[src/rtl/sysclk_divctl.sv]
module sysclk_divctl #(
  parameter int DW     = 8,
  parameter int SELW   = 3,
  parameter int MAXSEL = 5,
  parameter int MW     = 2
) (
  input  logic          clk,
  input  logic          por_n,
  input  logic          hw_stby,
  input  logic          sw_stby_ent,
  input  logic          watch_ent,
  input  logic          subact_ent,
  input  logic          wr_en,
  input  logic          addr,
  input  logic [DW-1:0] wdata,
  output logic [DW-1:0] rdata,
  output logic          clk_en,
  output logic [MW-1:0] mult_act
);
  localparam int CW = MAXSEL;

  logic [CW-1:0]   cnt;
  logic [CW-1:0]   mask;
  logic [SELW-1:0] sel_q, sel_act;
  logic            imm_q;
  logic [DW-1:3]   lp_hi;
  logic [MW-1:0]   pend_q;

  wire wr_ck  = wr_en && !addr;
  wire wr_lp  = wr_en && addr;
  wire entry  = sw_stby_ent || watch_ent || subact_ent;
  wire sel_ok = int'(wdata[SELW-1:0]) <= MAXSEL;

  assign mask   = ~({CW{1'b1}} << sel_act);
  assign clk_en = (cnt & mask) == mask;
  assign rdata  = addr ? {lp_hi, 1'b0, pend_q}
                       : {{(DW-SELW-1){1'b0}}, imm_q, sel_q};

  always_ff @(posedge clk or negedge por_n)
    if (!por_n) begin
      cnt     <= '0;
      sel_act <= '0;
      sel_q   <= '0;
      imm_q   <= 1'b0;
    end else begin
      cnt <= cnt + 1'b1;
      if (clk_en) sel_act <= sel_q;
      if (wr_ck) begin
        imm_q <= wdata[SELW];
        if (sel_ok) sel_q <= wdata[SELW-1:0];
      end
    end

  always_ff @(posedge clk or negedge por_n)
    if (!por_n) begin
      lp_hi    <= '0;
      pend_q   <= '0;
      mult_act <= '0;
    end else if (hw_stby) begin
      lp_hi    <= '0;
      pend_q   <= '0;
      mult_act <= '0;
    end else begin
      if (wr_lp) begin
        lp_hi  <= wdata[DW-1:3];
        pend_q <= wdata[MW-1:0];
      end
      if (wr_lp && imm_q) mult_act <= wdata[MW-1:0];
      else if (entry)     mult_act <= pend_q;
    end

  a_r4_switch_on_pulse: assert property (@(posedge clk) disable iff (!por_n)
    (sel_act != $past(sel_act)) |-> $past(clk_en));
  a_r3_select_legal: assert property (@(posedge clk) disable iff (!por_n)
    int'(sel_q) <= MAXSEL && int'(sel_act) <= MAXSEL);
  a_r2_single_pulse: assert property (@(posedge clk) disable iff (!por_n)
    (clk_en && sel_act != 0 && sel_q != 0) |=> !clk_en);
  a_r6_factor_hold: assert property (@(posedge clk) disable iff (!por_n)
    (!hw_stby && !entry && !(wr_lp && imm_q)) |=> $stable(mult_act));
  a_r7_immediate: assert property (@(posedge clk) disable iff (!por_n)
    (wr_lp && imm_q && !hw_stby) |=> mult_act == $past(wdata[MW-1:0]));
  a_r9_hw_clear: assert property (@(posedge clk) disable iff (!por_n)
    hw_stby |=> (mult_act == '0 && pend_q == '0 && lp_hi == '0));
endmodule

[config.mk]
export PLATFORM = sky130hd
export DESIGN_NAME = sysclk_divctl
export DESIGN_NICKNAME = d
export VERILOG_FILES = /design/src/rtl/sysclk_divctl.sv
export SDC_FILE = /design/constraint.sdc
export NUM_CORES = 1
export LEC_CHECK = 0
export BUFFER_PORTS_ARGS = -buffer_cell sky130_fd_sc_hd__buf_2
export CAP_MARGIN = 25
export CORE_MARGIN = 10
export CORE_UTILIZATION = 48
export CTS_CLUSTER_SIZE = 16
export DETAILED_ROUTE_END_ITERATION = 6
export PLACE_DENSITY = 0.74
export SLEW_MARGIN = 15
export SYNTH_ARGS = -nofsm -noshare
export SYNTH_HDL_FRONTEND = slang
export SYNTH_SLANG_ARGS = --single-unit
[constraint.sdc]
create_clock -name clk -period 1.93 [get_ports clk]
set_clock_uncertainty 0.1 [all_clocks]
set_input_delay 0.386 -clock clk [delete_from_list [all_inputs] [get_ports clk]]
set_output_delay 0.386 -clock clk [all_outputs]
set_load 0.01 [all_outputs]
==> results by group <==
Status
  • Status: complete, but fails checks
  • Failing checks: setup timing

Clocking
  • Clock buffer depth: 2
  • Sink Count: 21
  • CTS root buf: clkbuf_4
  • Clock transition at path regs: 0.11 ns
  • Worst-Skew Late Latency: 0.30 ns
  • H-tree levels: 1
  • Clock buffer count from CTS: 3
  • CTS tree: yes

Pwr
  • Maximum VDD drop: 501 uV
  • Leakage: 0.580 nW
  • Pwr/cell area: 884 nW/um2

Setup path
  • CP Capture Type: output port
  • CP max FO: 3
  • Req. time, crit path: 1.44 ns
  • Startpoint Class: register
  • Worst reg2reg startpoint: cnt[4]$_DFF_PN0_
  • Arr. time, crit path: 1.47 ns
  • Crit path launch: sel_act[2]$_DFFE_PN0N_
  • WS Path Type: register to output port

Logic synthesis
  • Post-synth EDFFs: 0
  • Instance count of the mapped netlist: 94
  • Register bit total from synthesis: 21
  • Largest family of logic cells by synthesized area: simple AND/OR/NAND/NOR gates
  • Yosys top cell area share: 0.548
  • Post-synthesis sequential area ratio: 0.548
  • Post-synthesis xor/xnor area fraction: 0.0274
  • Avg Cell Area, Syn: 10.2 um2
  • Post-synth top area cell: dfrtp_1
  • Warnings, synthesis: 0
  • Mapped Nets: 111
  • FFs w/ async S/R, synth: 1.00
  • Most frequent cells after synthesis: dfrtp_1 (21), nand2_1 (10), a21oi_1 (9), nand3_1 (9)
  • Synth unique cells: 23
  • Multiplexer share of the synthesized area: 0.0939
  • Synth Area in Compound Gates: 0.0978
  • Most area-consuming cells after synthesis: dfrtp_1 (55%), mux2_2 (9.4%), a21oi_1 (4.7%)
  • Simple-gate share of the synthesized area: 0.192
  • Post-synthesis adder-cell area fraction: 0.0130
  • Mapped Area: 960 um2
  • Cell with the most instances after synthesis: dfrtp_1
  • Synth Flop Type: dfrtp_1

Place
  • Setup WS pre-CTS: 0.266 ns
  • IO Port Bufs: 26
  • HPWL Detailed: 1660 um
  • Placed Area: 1110 um2
  • Final Wtd Congestion: 0.740

Worst hold path
  • Hold Path Class: input port to register
  • Min-delay src: wdata[3]

Timing
  • Setup violators final: 1
  • Slew @ Worst Pin: 0.465 ns
  • Setup ws final: -0.0281 ns
  • Pins Over Slew Limit: 0
  • Unrepaired setup endpoints after global routing: yes
  • Rel. slew slack: 0.690
  • Hold Vio Cnt, Final: 0
  • Maximum clock frequency: 0.511 GHz
  • Final period utilization: 1.01
  • WHS: 0.219 ns
  • Tmin final: 1.96 ns

Job
  • Max-Cap Viols: 0

Finish
  • Fin util: 0.607
  • Area Growth Syn to Fin: 21.6%
  • Finished Cell Area: 1170 um2
  • Final net count: 142
  • Diode count: 0
  • Share of cells above drive strength 1: 0.347

Drt
  • DRC: 0
  • Vias/cell: 5.17
  • First-pass DRT Iterations: 4
  • Routed Antenna Nets: 0
  • Via Count: 781
  • 1st-iter DRT viols: 13
  • Wirelength per Cell: 14.7 um
  • Post-Route WL: 2220 um

Global route
  • Vias in the first global route: 809
  • Final global-route overflow total: 0
  • Initial antenna violation count: 0
  • All-layer global routing usage: 0.110
  • Global-route wire length before repair: 3670 um
  • Largest net degree at the start of global routing: 22

Floorplanning
  • Die width: 64.7 um
  • Starting Density: 0.499
  • Core Area: 1920 um2
  • Die ar.: 4190 um2
  • Rows: 16
  • I/O pins: 27
  • Die Ht: 64.7 um
==> per-layer routing <==
metal | GRT usage | wire length (um)
met5 | 0 | 0
met4 | 0.0561 | 51
met3 | 0.0326 | 121
met2 | 0.196 | 1150
met1 | 0.114 | 906
==> worst paths after layout <==
check	end	slack, ns	cells past startpoint
setup / recovery	clk_en	-0.03	5
min in group asynchronous	cnt[0]$_DFF_PN0_	0.45	2
hold reg to reg	cnt[4]$_DFF_PN0_	0.39	1
setup reg to reg	sel_act[2]$_DFFE_PN0N_	0.19	6
max in group asynchronous	cnt[0]$_DFF_PN0_	0.94	2
hold / removal	imm_q$_DFFE_PN0P_	0.22	2
==> worst max-delay path: stages, from the launching register on <==
cell	delay [ns]
dfrtp_1	0.40
or2b_2	0.17
o21ai_1	0.06
a221o_2	0.37
inv_1	0.05
buf_2	0.12
==> kinds of logic (layout without fill, tap and decap cells) <==
logic type,count (synthesis),in the layout
compound gates,16,16
xor+xnor,3,3
fa+ha+maj,1,1
buf+inv,7,37
flops,21,21
mux,8,8
simple gates,38,38
==> where the power goes <==
part	internal (mW)	switching (mW)	total [mW]
Combinational	0.160	0.124	0.283
Clock	0.0807	0.132	0.212
Sequential	0.495	0.0416	0.536
==> repair_timing <==
item,4_1_cts,5_1_grt
endpoints found under the setup margin,1,1
setup buffers,1,2
hold buffers,1,0
hold endpoints to repair,21,0
gates resized for setup,1,1
pin swaps,1,2
==> cell type report <==
type,count,area [um2]
tap,27,33.8
fill,185,754
timing repair buffer,30,163
clock buffer,4,26.3
multi-input combinational,66,407
sequential,21,527
inverter,3,11.3
==> state kept, by name, indices dropped and copies added, names as in the netlist <==
| name | flops |
|---|---|
| cnt | 5 |
| lp_hi | 5 |
| sel_act | 3 |
| sel_q | 3 |
| mult_act | 2 |
| pend_q | 2 |
| imm_q | 1 |
==> metrics by stage <==
step	cells	total power, mW	setup TNS [ns]
final	151	1.03	-0.0281
after floorplan	94	0.703	0
after global placement	143	0.774	0
after detailed placement	143	0.788	0
after global routing	151	1.09	-0.0996
after CTS	149	1.01	-0.0268
==> placed cells by master (no fill, tap or decap) <==
cell type	netlist	routed
xnor2_1	2	2
clkbuf_1	3	1
nand3_1	9	9
o21ai_0	3	2
clkbuf_4	0	3
nor2b_1	2	2
a221o_2	1	1
a22oi_1	2	2
dlygate4sd3_1	0	1
a21oi_1	9	9
and3_1	1	1
dfrtp_2	0	1
mux2_2	8	8
xor2_1	1	1
o21bai_1	1	1
buf_2	1	26
nand4_1	1	1
nand2_1	10	10
nand2b_1	1	1
buf_4	0	3
dfrtp_1	21	20
inv_1	3	3
o21ai_1	0	1
nor2_1	8	8
nor4_1	1	1
and2_1	4	4
or2b_2	1	1
ha_1	1	1
No activity file was read; power rests on OpenSTA's default activity.
